==> config.mk <==
export PLATFORM = sky130hd
export DESIGN_NAME = reu_top
export DESIGN_NICKNAME = d
export VERILOG_FILES = /design/src/rtl/reu_pkg.sv /design/src/rtl/reu_cause_gate.sv /design/src/rtl/reu_retire_ctl.sv /design/src/rtl/reu_spr_file.sv /design/src/rtl/reu_top.sv
export SDC_FILE = /design/constraint.sdc
export NUM_CORES = 1
export LEC_CHECK = 0
export ABC_AREA = 1
export BUFFER_PORTS_ARGS = -buffer_cell sky130_fd_sc_hd__buf_4
export CAP_MARGIN = 20
export CORE_MARGIN = 2
export CORE_UTILIZATION = 50
export CTS_CLUSTER_SIZE = 24
export DETAILED_ROUTE_END_ITERATION = 6
export GPL_TIMING_DRIVEN = 0
export PLACE_DENSITY_LB_ADDON = 0.05
export RECOVER_POWER = 50
export SETUP_SLACK_MARGIN = 0.3
export SKIP_CTS_REPAIR_TIMING = 1
export SLEW_MARGIN = 10
export SYNTH_ARGS = -nofsm -noshare
export SYNTH_HDL_FRONTEND = slang
export SYNTH_SLANG_ARGS = --single-unit
==> constraint.sdc <==
create_clock -name clk -period 6 [get_ports clk]
set_input_delay 1.2 -clock clk [delete_from_list [all_inputs] [get_ports clk]]
set_output_delay 1.2 -clock clk [all_outputs]
set_load 0.005 [all_outputs]
==> src/rtl/reu_pkg.sv <==
package reu_pkg;
  // Special register indices. The trap and reset logic decodes these.
  localparam int SPR_STATUS = 0;
  localparam int SPR_SSTAT  = 1;
  localparam int SPR_EPC    = 2;
  localparam int SPR_EDPC   = 3;
  localparam int SPR_CAUSE  = 4;
  localparam int SPR_EDATA  = 5;
  localparam int SPR_FLAGS  = 6;
  localparam int SPR_GEN    = 7;
  localparam int SPR_COUNT  = 8;
endpackage

==> src/rtl/reu_cause_gate.sv <==
module reu_cause_gate #(
  parameter int XW       = 32,
  parameter int NLOCK_LO = 6,   // bits below this are always enabled
  parameter int FREE_BIT = 12   // one more always-enabled bit
) (
  input  logic          clk,
  input  logic          rst,
  input  logic [XW-1:0] raw_cause,
  input  logic [XW-1:0] status,
  output logic [XW-1:0] mcause
);
  localparam logic [XW-1:0] LOCK_MASK =
    (XW'(1) << NLOCK_LO) - XW'(1) | (XW'(1) << FREE_BIT);

  for (genvar i = 0; i < XW; i++) begin : g_bit
    if (i < NLOCK_LO || i == FREE_BIT) begin : g_fixed
      assign mcause[i] = raw_cause[i];
    end else begin : g_gated
      assign mcause[i] = raw_cause[i] & status[i];
    end
  end

  // with status all zero only the always-enabled bits can survive
  p_gated_bits_r1: assert property (@(posedge clk) disable iff (rst)
    (status == '0) |-> ((mcause & ~LOCK_MASK) == '0));
endmodule

==> src/rtl/reu_retire_ctl.sv <==
module reu_retire_ctl #(
  parameter int XW    = 32,
  parameter int NREDO = 5
) (
  input  logic          clk,
  input  logic          rst,
  input  logic          hd_valid,
  input  logic          buf_empty,
  input  logic [XW-1:0] mcause,
  output logic          retire,
  output logic          trap_take,
  output logic          trap_redo,
  output logic          wb_en,
  output logic          clear
);
  logic any_cause;

  assign retire    = hd_valid && !buf_empty && !rst;
  assign any_cause = |mcause;
  assign trap_redo = |mcause[NREDO-1:0];
  assign trap_take = retire && any_cause;
  assign wb_en     = retire && !(trap_take && trap_redo);
  assign clear     = rst || trap_take;

  p_retire_gate_r2: assert property (@(posedge clk) disable iff (rst)
    retire |-> (hd_valid && !buf_empty));
  p_trap_needs_retire_r3: assert property (@(posedge clk) disable iff (rst)
    trap_take |-> (retire && mcause != '0));
  p_redo_blocks_wb_r4: assert property (@(posedge clk) disable iff (rst)
    (trap_take && trap_redo) |-> !wb_en);
  p_trap_flushes_r4: assert property (@(posedge clk) disable iff (rst)
    trap_take |-> clear);
endmodule

==> src/rtl/reu_spr_file.sv <==
module reu_spr_file
  import reu_pkg::*;
#(
  parameter int XW   = 32,
  parameter int IW   = 5,
  parameter int NSPR = SPR_COUNT,
  parameter int FLO  = 7,   // lowest cause bit collected into the flags
  parameter int FW   = 5    // number of flag bits
) (
  input  logic          clk,
  input  logic          rst,
  input  logic          trap_take,
  input  logic          trap_redo,
  input  logic          wb_en,
  input  logic          to_spr,
  input  logic [IW-1:0] dst,
  input  logic [XW-1:0] wdata,
  input  logic [XW-1:0] edata,
  input  logic [XW-1:0] pc,
  input  logic [XW-1:0] npc,
  input  logic [XW-1:0] dpc,
  input  logic [XW-1:0] ndpc,
  input  logic [XW-1:0] mcause,
  input  logic [XW-1:0] raw_cause,
  input  logic [IW-1:0] rd_idx,
  output logic [XW-1:0] rd_data,
  output logic [XW-1:0] status
);
  localparam int SW = (NSPR > 1) ? $clog2(NSPR) : 1;

  logic [XW-1:0] regs [NSPR];
  logic [XW-1:0] upd  [NSPR];
  logic [XW-1:0] nxt  [NSPR];

  // Writeback update: addressed write, or flag accumulation.
  always_comb begin
    for (int k = 0; k < NSPR; k++) begin
      upd[k] = regs[k];
      if (wb_en) begin
        if (to_spr && dst == IW'(k)) begin
          upd[k] = wdata;
        end else if (k == SPR_FLAGS) begin
          upd[k][FW-1:0] = regs[k][FW-1:0] | raw_cause[FLO +: FW];
        end
      end
    end
  end

  // Priority: reset, then interrupt loads, then writeback update.
  always_comb begin
    for (int k = 0; k < NSPR; k++) begin
      nxt[k] = upd[k];
      if (rst) begin
        nxt[k] = (k == SPR_CAUSE) ? XW'(1) : '0;
      end else if (trap_take) begin
        if (k == SPR_STATUS)     nxt[k] = '0;
        else if (k == SPR_SSTAT) nxt[k] = trap_redo ? regs[SPR_STATUS] : upd[SPR_STATUS];
        else if (k == SPR_CAUSE) nxt[k] = mcause;
        else if (k == SPR_EPC)   nxt[k] = trap_redo ? pc : npc;
        else if (k == SPR_EDPC)  nxt[k] = trap_redo ? dpc : ndpc;
        else if (k == SPR_EDATA) nxt[k] = edata;
      end
    end
  end

  always_ff @(posedge clk) begin
    for (int k = 0; k < NSPR; k++) begin
      regs[k] <= nxt[k];
    end
  end

  assign status  = regs[SPR_STATUS];
  assign rd_data = (rd_idx < IW'(NSPR)) ? regs[rd_idx[SW-1:0]] : '0;

  p_reset_init_r7: assert property (@(posedge clk) disable iff (rst)
    $past(rst) |-> (regs[SPR_CAUSE] == XW'(1) && regs[SPR_STATUS] == '0));
  p_trap_status_r8: assert property (@(posedge clk) disable iff (rst)
    trap_take |=> (regs[SPR_STATUS] == '0));
  p_trap_cause_r8: assert property (@(posedge clk) disable iff (rst)
    trap_take |=> (regs[SPR_CAUSE] == $past(mcause)));
  p_redo_sstat_r9: assert property (@(posedge clk) disable iff (rst)
    (trap_take && trap_redo) |=> (regs[SPR_SSTAT] == $past(regs[SPR_STATUS])));
  p_spr_write_r5: assert property (@(posedge clk) disable iff (rst)
    (wb_en && !trap_take && to_spr && dst < IW'(NSPR))
      |=> (regs[$past(dst[SW-1:0])] == $past(wdata)));
  p_flags_sticky_r6: assert property (@(posedge clk) disable iff (rst)
    !(wb_en && to_spr && dst == IW'(SPR_FLAGS))
      |=> ((regs[SPR_FLAGS][FW-1:0] & $past(regs[SPR_FLAGS][FW-1:0]))
           == $past(regs[SPR_FLAGS][FW-1:0])));
endmodule

==> src/rtl/reu_top.sv <==
module reu_top
  import reu_pkg::*;
#(
  parameter int XW       = 32,
  parameter int IW       = 5,
  parameter int NSPR     = SPR_COUNT,
  parameter int NLOCK_LO = 6,
  parameter int FREE_BIT = 12,
  parameter int NREDO    = 5,
  parameter int FLO      = 7,
  parameter int FW       = 5
) (
  input  logic          clk,
  input  logic          rst,
  input  logic          hd_valid,
  input  logic          buf_empty,
  input  logic [XW-1:0] hd_cause,
  input  logic          hd_to_spr,
  input  logic [IW-1:0] hd_dst,
  input  logic [XW-1:0] hd_data,
  input  logic [XW-1:0] hd_edata,
  input  logic [XW-1:0] hd_pc,
  input  logic [XW-1:0] hd_npc,
  input  logic [XW-1:0] hd_dpc,
  input  logic [XW-1:0] hd_ndpc,
  input  logic [IW-1:0] rd_idx,
  output logic [XW-1:0] rd_data,
  output logic          retire,
  output logic          wb_en,
  output logic          trap_take,
  output logic          trap_redo,
  output logic          clear,
  output logic [XW-1:0] mcause
);
  logic [XW-1:0] status;

  reu_cause_gate #(.XW(XW), .NLOCK_LO(NLOCK_LO), .FREE_BIT(FREE_BIT)) u_gate (
    .clk(clk), .rst(rst), .raw_cause(hd_cause), .status(status), .mcause(mcause)
  );

  reu_retire_ctl #(.XW(XW), .NREDO(NREDO)) u_ctl (
    .clk(clk), .rst(rst), .hd_valid(hd_valid), .buf_empty(buf_empty),
    .mcause(mcause), .retire(retire), .trap_take(trap_take),
    .trap_redo(trap_redo), .wb_en(wb_en), .clear(clear)
  );

  reu_spr_file #(.XW(XW), .IW(IW), .NSPR(NSPR), .FLO(FLO), .FW(FW)) u_spr (
    .clk(clk), .rst(rst), .trap_take(trap_take), .trap_redo(trap_redo),
    .wb_en(wb_en), .to_spr(hd_to_spr), .dst(hd_dst), .wdata(hd_data),
    .edata(hd_edata), .pc(hd_pc), .npc(hd_npc), .dpc(hd_dpc), .ndpc(hd_ndpc),
    .mcause(mcause), .raw_cause(hd_cause), .rd_idx(rd_idx),
    .rd_data(rd_data), .status(status)
  );
endmodule

==> results of run 1 <==
==> stage by stage <==
step,total power [W],setup WS [ns],utilization
after CTS,0.00449,1.61,0.641
after global placement,0.00275,-0.297,0.603
after floorplan,0.00242,1.82,-
after detailed placement,0.00277,1.63,0.608
final,0.00452,1.45,0.632
after global routing,0.00462,1.35,0.632
==> routing by layer <==
layer | vias up | global-route usage | routed length [um] | part of all wire
met5 | - | 0 | 0 | 0
met4 | 0 | 0.192 | 3030 | 0.050
met3 | 216 | 0.0919 | 8330 | 0.14
met2 | 1279 | 0.609 | 27000 | 0.45
met1 | 7302 | 0.503 | 22200 | 0.37
li1 | 7134 | - | - | -
==> worst max-delay path: cells and delay by family <==
family	cells	cell delay, ns
compound gates	3	0.58
buf+inv	4	1.42
simple gates	1	0.13
==> report_power, final <==
part | leakage, nW | switching [W] | internal, W
combinational | 4.92 | 0.000415 | 0.000239
sequential | 2.44 | 0.0000352 | 0.00205
clock | 0.462 | 0.000738 | 0.00104
==> kinds of logic (layout without fill, tap and decap cells) <==
logic type | Yosys count | after routing | synth area share
flops | 256 | 256 | 0.487
buf+inv | 242 | 608 | 0.0713
compound gates | 484 | 484 | 0.179
simple gates | 893 | 893 | 0.263
==> Yosys cell counts, drive strengths merged, types with 34 or more instances <==
library cell and count:
dfxtp 64, clkbuf 92, nand3 168, inv 77, nand2 440, nor2 251, a21oi 220, buf 71
edfxtp 192, o21ai 192, a31oi 34
==> final cells by class <==
cell class / count / share of cell area
inverters: 79 / 0.0164
multi-input cells: 1377 / 0.345
clock inverters: 6 / 0.00297
clock buffers: 46 / 0.0487
flip-flops and latches: 256 / 0.389
repair buffers: 314 / 0.133
plain buffers: 163 / 0.0383
well taps: 384 / 0.0266
==> how the worst max path moves through the flow <==
stage | startpoint | end | slack [ns] | cells after the start
3_5_place_dp | rd_idx[0] | rd_data[12] | 1.63 | 8
3_3_place_gp | hd_to_spr | u_spr.regs[7][12] | -0.30 | 6
4_1_cts | rd_idx[0] | rd_data[15] | 1.61 | 8
2_1_floorplan | hd_to_spr | u_spr.regs[7][0] | 1.82 | 5
5_1_grt | hd_cause[2] | trap_take | 1.35 | 11
6_report | rd_idx[0] | rd_data[15] | 1.45 | 8
==> results.sh, run 1 <==
export IMPL_status="complete, no violations"
export IMPL_critPathKind="input port to output pin"
export IMPL_worstPathArrival_ns=3.35
export IMPL_synthFlopType="edfxtp_1"
export IMPL_antenna_cells=0
export IMPL_htree_levels=1
export IMPL_critPathMaxFanout=10
export IMPL_syn2layout_area_growth_pct=25.0
export IMPL_largest_reg_flops=256
export IMPL_final_cell_mix="nand2_1, buf_4, nor2_1"
export IMPL_fin_nets=2458
export IMPL_hold_ws_ns=0.478
export IMPL_clock_sinks=256
export IMPL_stdcell_area_mm2=0.0181
export IMPL_drt_pass1_iterations=6
export IMPL_first_iter_violations=2112
export IMPL_slowest_stage="clkbuf_1"
export IMPL_die_y_um=174
export IMPL_maxCapViolCount=0
export IMPL_skew_ns=0.00835
export IMPL_cp_cell_sequence="buf_4 -> clkbuf_1 -> clkbuf_1 -> nor2_1 -> o22ai_1 -> o21ai_0 -> a31oi_1 -> buf_4"
export IMPL_largest_register="u_spr.regs"
export IMPL_min_path_cells=2
export IMPL_fin_cells=2625
export IMPL_cts_tree="yes"
export IMPL_numCtsBuffers=28
export IMPL_clk_pin_slew_ns=0.06
export IMPL_critPathLaunchType="input port"
export IMPL_dpl_hpwl_mm=43.6
export IMPL_vias_per_cell=6.07
export IMPL_synth_avg_cell_area_um2=7.72
export IMPL_regToRegEndpoint="u_spr.regs[2][18]"
export IMPL_root_buffer="clkbuf_16"
export IMPL_p_leak_nw=7.83
export IMPL_row_count=62
export IMPL_rsz0062_at_grt="no"
export IMPL_ys_ff_latch=256
export IMPL_yosys_cell_types_count=26
export IMPL_multi_input_area_mm2=0.00624
export IMPL_fill_cells=2660
export IMPL_grtUsageTotal=0.387
export IMPL_synth_seq_area_share=0.487
export IMPL_clockBufferDepth=3
export IMPL_synth_edf_count=192
export IMPL_portBuffers=307
export IMPL_syn_area_mm2=0.0145
export IMPL_dieArea_mm2=0.0303
export IMPL_final_common_cell="nand2_1"
export IMPL_coreArea_mm2=0.0286
export IMPL_synthTopCellsByArea="edfxtp_1, nand2_1, dfxtp_1"
export IMPL_syn_inst=1875
export IMPL_rr_worst_depth=11
export IMPL_wl_per_cell_um=23.1
export IMPL_tightest_slew_ns=0.991
export IMPL_grt_overflow=0
export IMPL_die_w_um=174
export IMPL_initial_core_util=0.506
export IMPL_required_ns=4.80
export IMPL_placed_area_mm2=0.0174
export IMPL_setup_viol=0
export IMPL_synth_top_area_cell="edfxtp_1"
export IMPL_min_path_type="flop to flop"
export IMPL_max_freq_ghz=0.220
export IMPL_clock_latency_ns=0.55
export IMPL_drcViolationCount=0
export IMPL_relSlewSlack=0.339
export IMPL_ys_async_sr_fraction=0
export IMPL_grt_pass1_wl_mm=88.6
export IMPL_report_final_slew_viol_count=0
export IMPL_cp_end_kind="output pin"
export IMPL_layout_drive_gt1_share=0.186
export IMPL_grt_pass1_vias=15200
export IMPL_yosys_area_top_type_share=0.398
export IMPL_io_pins=308
export IMPL_wl_mm=60.6
export IMPL_whs_endpoint="u_spr.regs[6][4]"
export IMPL_antenna_found_initial=0
export IMPL_yosysWarnings=0
export IMPL_rr_startpoint="u_spr.regs[0][20]"
export IMPL_vdd_drop_max_mv=0.245
export IMPL_regArea_mm2=0.00705
export IMPL_final_min_clock_period_ns=4.55
export IMPL_vias=15900
export IMPL_top_regs="u_spr.regs (256)"
export IMPL_grt_start_max_net_pins=33
export IMPL_post_route_period_util=0.758
export IMPL_setup_tns_ns=0
export IMPL_p_per_area_mw_per_mm2=250
export IMPL_finalHoldViolCount=0
export IMPL_drtAntennaViolNets=0
export IMPL_rrSetupSlack_ns=2.59
export IMPL_place_inst=2573
export IMPL_slowest_delay_ns=0.67
export IMPL_synth_nets=2114
export IMPL_hp_start="u_spr.regs[6][4]"
export IMPL_routabilityCongestion=0.955
No activity file was read; power rests on OpenSTA's default activity.
==> inputs of run 2 (changes only) <==
Settings changed: ABC_AREA 1 to 0, CORE_UTILIZATION 50 to 49.
Clock period 6 ns to 4.17 ns, I/O delays scaled along.
==> run 2 against run 1 <==
- design area is 5.2% lower
- non-clock buffer count is 78 lower
- worst setup slack worse by 1.3 ns
- clock skew is 0.0023 ns higher
- die area is 5.8% lower
- core utilization is 0.64 points higher
- sequential share of layout area is 2.1 points higher
==> results.sh, run 2 <==
export IMPL_setup_tns_ns=0
export IMPL_finish_utilization=0.639
export IMPL_drtAntennaViolNets=0
export IMPL_first_iter_violations=1001
export IMPL_grt_met3_usage=0.0741
export IMPL_regToRegEndpoint="u_spr.regs[4][20]"
export IMPL_ys_async_sr_fraction=0
export IMPL_final_cell_mix="buf_4, nand2_1, mux2i_1"
export IMPL_wl_per_cell_um=24.8
export IMPL_worstPathArrival_ns=4.29
export IMPL_synth_edf_count=192
export IMPL_cp_cell_sequence="clkbuf_1 -> or3b_1 -> buf_2 -> nor3_1 -> and3_1 -> clkbuf_1 -> nor3_1 -> clkbuf_2 -> mux2i_1"
export IMPL_clockBufferDepth=3
export IMPL_ys_ff_latch=256
export IMPL_drt_pass1_iterations=5
export IMPL_synth_xor_area_frac=0
export IMPL_numCtsBuffers=27
export IMPL_synthFlopType="edfxtp_1"
export IMPL_finalHoldViolCount=0
export IMPL_cts_tree="yes"
export IMPL_rr_worst_depth=8
export IMPL_final_common_cell="buf_4"
export IMPL_post_place_ws_ns=-0.157
export IMPL_syn_inst=1074
export IMPL_required_ns=4.43
export IMPL_tightest_slew_ns=1.42
export IMPL_synthAdderAreaFrac=0
export IMPL_grtUsageMet1=0.398
export IMPL_top_regs="u_spr.regs (256)"
export IMPL_max_freq_ghz=0.248
export IMPL_relSlewSlack=0.0488
export IMPL_whs_endpoint="u_spr.regs[6][6]"
export IMPL_yosysMostFrequentCell="nand2_1"
export IMPL_hp_start="u_spr.regs[6][6]"
export IMPL_clock_sinks=256
export IMPL_slowest_stage="nor3_1"
export IMPL_p_leak_nw=6.56
export IMPL_dieArea_mm2=0.0286
export IMPL_grt_pass1_vias=10600
export IMPL_post_route_period_util=0.967
export IMPL_portBuffers=303
export IMPL_min_path_cells=2
export IMPL_io_pins=308
export IMPL_synthTopCellsByArea="edfxtp_1, mux2i_1, mux4_2"
export IMPL_clk_pin_slew_ns=0.06
export IMPL_setup_viol=0
export IMPL_coreArea_mm2=0.0269
export IMPL_yosysWarnings=0
export IMPL_final_min_clock_period_ns=4.03
export IMPL_critPathMaxFanout=10
export IMPL_yosys_cell_types_count=36
export IMPL_htree_levels=1
export IMPL_grt_overflow=0
export IMPL_grt_busiest_layer="met2"
export IMPL_grtUsageTotal=0.306
export IMPL_p_per_area_mw_per_mm2=360
export IMPL_skew_ns=0.0107
export IMPL_vias_per_cell=5.87
export IMPL_antenna_found_initial=1
export IMPL_synth_compound_area_frac=0.0410
export IMPL_min_path_type="flop to flop"
export IMPL_worst_slack_ns=0.138
export IMPL_syn_area_mm2=0.0134
export IMPL_routabilityCongestion=0.851
export IMPL_rrSetupSlack_ns=0.90
export IMPL_dpl_hpwl_mm=31.7
export IMPL_vias=10400
export IMPL_critPathKind="input port to flop"
export IMPL_wl_mm=44.1
export IMPL_maxCapViolCount=0
export IMPL_initial_core_util=0.497
export IMPL_status="complete, no violations"
export IMPL_critPathLaunchType="input port"
export IMPL_yosys_area_top_type_share=0.432
export IMPL_die_w_um=169
export IMPL_largest_register="u_spr.regs"
export IMPL_largest_reg_flops=256
export IMPL_synthTopCellsByCount="nand2_1, mux2i_1, edfxtp_1"
export IMPL_fin_nets=1656
export IMPL_synth_avg_cell_area_um2=12.4
export IMPL_synth_nets=1313
export IMPL_die_y_um=169
export IMPL_grt_pass1_wl_mm=64.3
export IMPL_root_buffer="clkbuf_16"
export IMPL_slowest_delay_ns=1.12
export IMPL_clock_latency_ns=0.53
export IMPL_hold_ws_ns=0.455
export IMPL_cp_end_kind="flop"
export IMPL_synth_seq_area_share=0.528
export IMPL_row_count=60
export IMPL_grt_start_max_net_pins=20
export IMPL_rr_startpoint="u_spr.regs[0][18]"
export IMPL_synthMuxAreaShare=0.298
export IMPL_layout_drive_gt1_share=0.346
export IMPL_synth_top_family_by_area="multiplexers"
export IMPL_yosys_area_share_simple=0.0926
export IMPL_synth_top_area_cell="edfxtp_1"
export IMPL_vdd_drop_max_mv=0.334
export IMPL_syn2layout_area_growth_pct=28.5
export IMPL_drcViolationCount=0
export IMPL_rsz0062_at_grt="yes"
export IMPL_met2_usage=0.514
export IMPL_report_final_slew_viol_count=0
==> run 2: worst max path at each step <==
stage,startpoint,to,cells past startpoint
floorplan,rst,u_spr.regs[1][0],6
global placement,rst,u_spr.regs[5][20],5
detailed placement,hd_cause[3],u_spr.regs[7][20],9
CTS,rd_idx[0],rd_data[21],6
global route,rst,u_spr.regs[1][31],9
finish,rst,u_spr.regs[1][31],9
==> run 2: layer usage <==
layer | vias to the layer above | routed length [um]
met1 | 5147 | 17100
met5 | - | 0
met2 | 596 | 21600
met4 | 0 | 1040
met3 | 72 | 4450
li1 | 4629 | -
==> run 2: kinds of logic after synthesis <==
logic type / count (synthesis)
compound gates: 95
buf+inv: 123
flops: 256
mux: 311
simple gates: 289
==> run 2: cell type report <==
cell class / count / area (um^2)
Buffer: 85 / 390
Fill cell: 2233 / 9710
Clock inverter: 11 / 77.6
Tap cell: 341 / 427
Inverter: 38 / 143
Sequential cell: 256 / 7050
Clock buffer: 38 / 747
Multi-Input combinational cell: 695 / 5840
Timing Repair Buffer: 314 / 2490
Antenna cell: 1 / 2.50
==> run 2: power breakdown <==
| part | switching, W | internal [W] |
|---|---|---|
| clock network | 0.000985 | 0.00130 |
| registers | 0.0000483 | 0.00296 |
| logic | 0.000428 | 0.000446 |
| total | 0.00146 | 0.00471 |
==> run 2: critical path: cells and delay by family <==
kind,cells,cell delay [ns]
AND/OR/NAND/NOR,4,2.09
multiplexers,1,0.21
buffers and inverters,4,1.14
==> run 2: through the flow <==
stage / cells / total power (W) / cell area, um^2
floorplan: 1074 / 0.00348 / 13400
global placement: 1718 / 0.00389 / 16100
detailed placement: 1728 / 0.00394 / 16400
CTS: 1777 / 0.00617 / 17200
global route: 1778 / 0.00634 / 17200
finish: 1779 / 0.00617 / 17200
==> inputs of run 3 (changes only) <==
--- a/config.mk
+++ b/config.mk
@@ -12,3 +12,3 @@
 export CORE_UTILIZATION = 49
-export CTS_CLUSTER_SIZE = 24
+export CTS_CLUSTER_SIZE = 8
 export DETAILED_ROUTE_END_ITERATION = 6
==> constraint.sdc (replaced) <==
create_clock -name clk -period 4.17 [get_ports clk]
set_input_delay 0 -clock clk [delete_from_list [all_inputs] [get_ports clk]]
set_output_delay 0 -clock clk [all_outputs]
set_load 0.005 [all_outputs]
==> run 3 against run 2 <==
- the run now ends with hold timing left
- first-iteration DRC count up 26%
- sequential power is essentially flat
- worst setup slack improved by 0.30 ns
- flip-flop and latch count unchanged
==> results.sh, run 3 (synthesized netlist as in run 2, its figures left out) <==
export IMPL_numCtsBuffers=37
export IMPL_fin_nets=1879
export IMPL_vdd_drop_max_mv=0.283
export IMPL_dieArea_mm2=0.0286
export IMPL_critPathKind="input port to flop"
export IMPL_drtAntennaViolNets=0
export IMPL_status="finished with violations"
export IMPL_wl_mm=46.6
export IMPL_p_leak_nw=7.48
export IMPL_wl_met2_mm=22.6
export IMPL_highest_layer="met4"
export IMPL_row_count=60
export IMPL_routabilityCongestion=0.863
export IMPL_antenna_found_initial=0
export IMPL_syn2layout_area_growth_pct=46.0
export IMPL_critPathLaunchType="input port"
export IMPL_min_path_type="input port to flop"
export IMPL_die_w_um=169
export IMPL_io_pins=308
export IMPL_cp_cell_sequence="dlygate4sd3_1 -> clkbuf_1 -> or4_1 -> clkbuf_1 -> nor3_1 -> and3_1 -> clkbuf_1 -> nor3_1 -> clkbuf_1 -> mux2i_1"
export IMPL_report_final_slew_viol_count=0
export IMPL_clk_pin_slew_ns=0.05
export IMPL_slowest_stage="nor3_1"
export IMPL_relSlewSlack=0.179
export IMPL_drt_met1_wl_mm=18.3
export IMPL_largest_register="u_spr.regs"
export IMPL_required_ns=4.39
export IMPL_tightest_slew_ns=1.22
export IMPL_largest_reg_flops=256
export IMPL_maxCapViolCount=0
export IMPL_cts_tree="yes"
export IMPL_root_buffer="clkbuf_16"
export IMPL_power_w=0.00686
export IMPL_die_y_um=169
export IMPL_dpl_hpwl_mm=31.9
export IMPL_initial_core_util=0.497
export IMPL_grt_start_max_net_pins=20
export IMPL_p_per_area_mw_per_mm2=352
export IMPL_slowest_delay_ns=0.94
export IMPL_top_regs="u_spr.regs (256)"
export IMPL_antenna_cells=0
export IMPL_finalHoldViolCount=1
export IMPL_portBuffers=303
export IMPL_vias_per_cell=5.67
export IMPL_final_min_clock_period_ns=3.73
export IMPL_grt_overflow=0
export IMPL_final_cell_mix="buf_4, dlygate4sd3_1, nand2_1"
export IMPL_coreArea_mm2=0.0269
export IMPL_wl_per_cell_um=23.2
export IMPL_vias=11400
export IMPL_grt_pass1_wl_mm=65.1
export IMPL_htree_levels=2
export IMPL_rsz0062_at_grt="no"
export IMPL_drcViolationCount=0
export IMPL_max_freq_ghz=0.268
export IMPL_fill_cells=1952
export IMPL_violations="hold timing"
export IMPL_hold_ws_ns=-0.0330
export IMPL_clock_sinks=256
export IMPL_layout_drive_gt1_share=0.290
export IMPL_worstPathArrival_ns=3.95
export IMPL_clockBufferDepth=3
export IMPL_clock_latency_ns=0.51
export IMPL_drt_pass1_iterations=5
export IMPL_grtUsageTotal=0.310
export IMPL_finish_utilization=0.725
export IMPL_regArea_mm2=0.00705
export IMPL_skew_ns=0.0153
export IMPL_setup_viol=0
export IMPL_post_route_period_util=0.894
export IMPL_cp_end_kind="flop"
export IMPL_first_iter_violations=1261
export IMPL_multi_input_area_mm2=0.00583
export IMPL_route_met3_wl_mm=4.27
export IMPL_cpMostUsedCell="clkbuf_1"
export IMPL_critPathMaxFanout=10
export IMPL_grt_pass1_vias=10800
export IMPL_final_common_cell="buf_4"
[run 3: cell types whose count changed in the layout (fill, tap and decap cells not counted), moves of 2 or more]
cell           before  now
clkbuf_8            3    0
clkbuf_4            4   29
dlygate4sd3_1       0  212
clkbuf_2            9    0
clkbuf_16          27   39
buf_4             300  270
clkinvlp_4          2    0
clkinv_2            2    0
buf_2               9    5
clkbuf_1           66  100
clkinv_1            8    2
[run 3: area by class of cell]
class                   instances  area share
multi-input cells             695       0.299
plain buffers                  85      0.0192
well taps                     341      0.0219
clock buffers                  64      0.0549
repair buffers                527       0.236
flip-flops and latches        256       0.361
inverters                      38     0.00732
clock inverters                 1    0.000449
[run 3: metrics by stage]
step / setup TNS (ns) / cells / setup slack [ns] / instance area [um^2]
2_1_floorplan: 0 / 1074 / 0.796 / 13400
3_3_place_gp: -301.72 / 1718 / -1.85 / 16100
3_5_place_dp: 0 / 1728 / 0.848 / 16400
4_1_cts: 0 / 1793 / 1.02 / 17400
5_1_grt: 0 / 2007 / 0.337 / 19500
6_report: 0 / 2007 / 0.441 / 19500
[run 3: layer usage]
layer / vias up / GRT usage
met4: 0 / 0.110
met5: - / 0
met2: 611 / 0.512
li1: 5085 / -
met1: 5587 / 0.413
met3: 100 / 0.0592
[run 3: worst paths after layout]
kind	from	endpoint	slack (ns)	cells after the start
setup / recovery	hd_cause[2]	u_spr.regs[1][9]	0.44	10
hold / removal	hd_pc[0]	u_spr.regs[2][0]	-0.03	3
setup reg to reg	u_spr.regs[0][18]	u_spr.regs[3][0]	0.62	7
hold reg to reg	u_spr.regs[6][30]	u_spr.regs[6][30]	0.45	2
[run 3: power by group]
part	total [W]	switching, W	internal [W]
clock	0.00280	0.00107	0.00173
sequential	0.00302	0.0000475	0.00297
combinational	0.00104	0.000466	0.000579
total	0.00686	0.00159	0.00527
[run 3: critical path, delay by kind of cell]
family                 cells  cell delay, ns
buffers and inverters      5            1.65
multiplexers               1            0.24
AND/OR/NAND/NOR            4            2.04
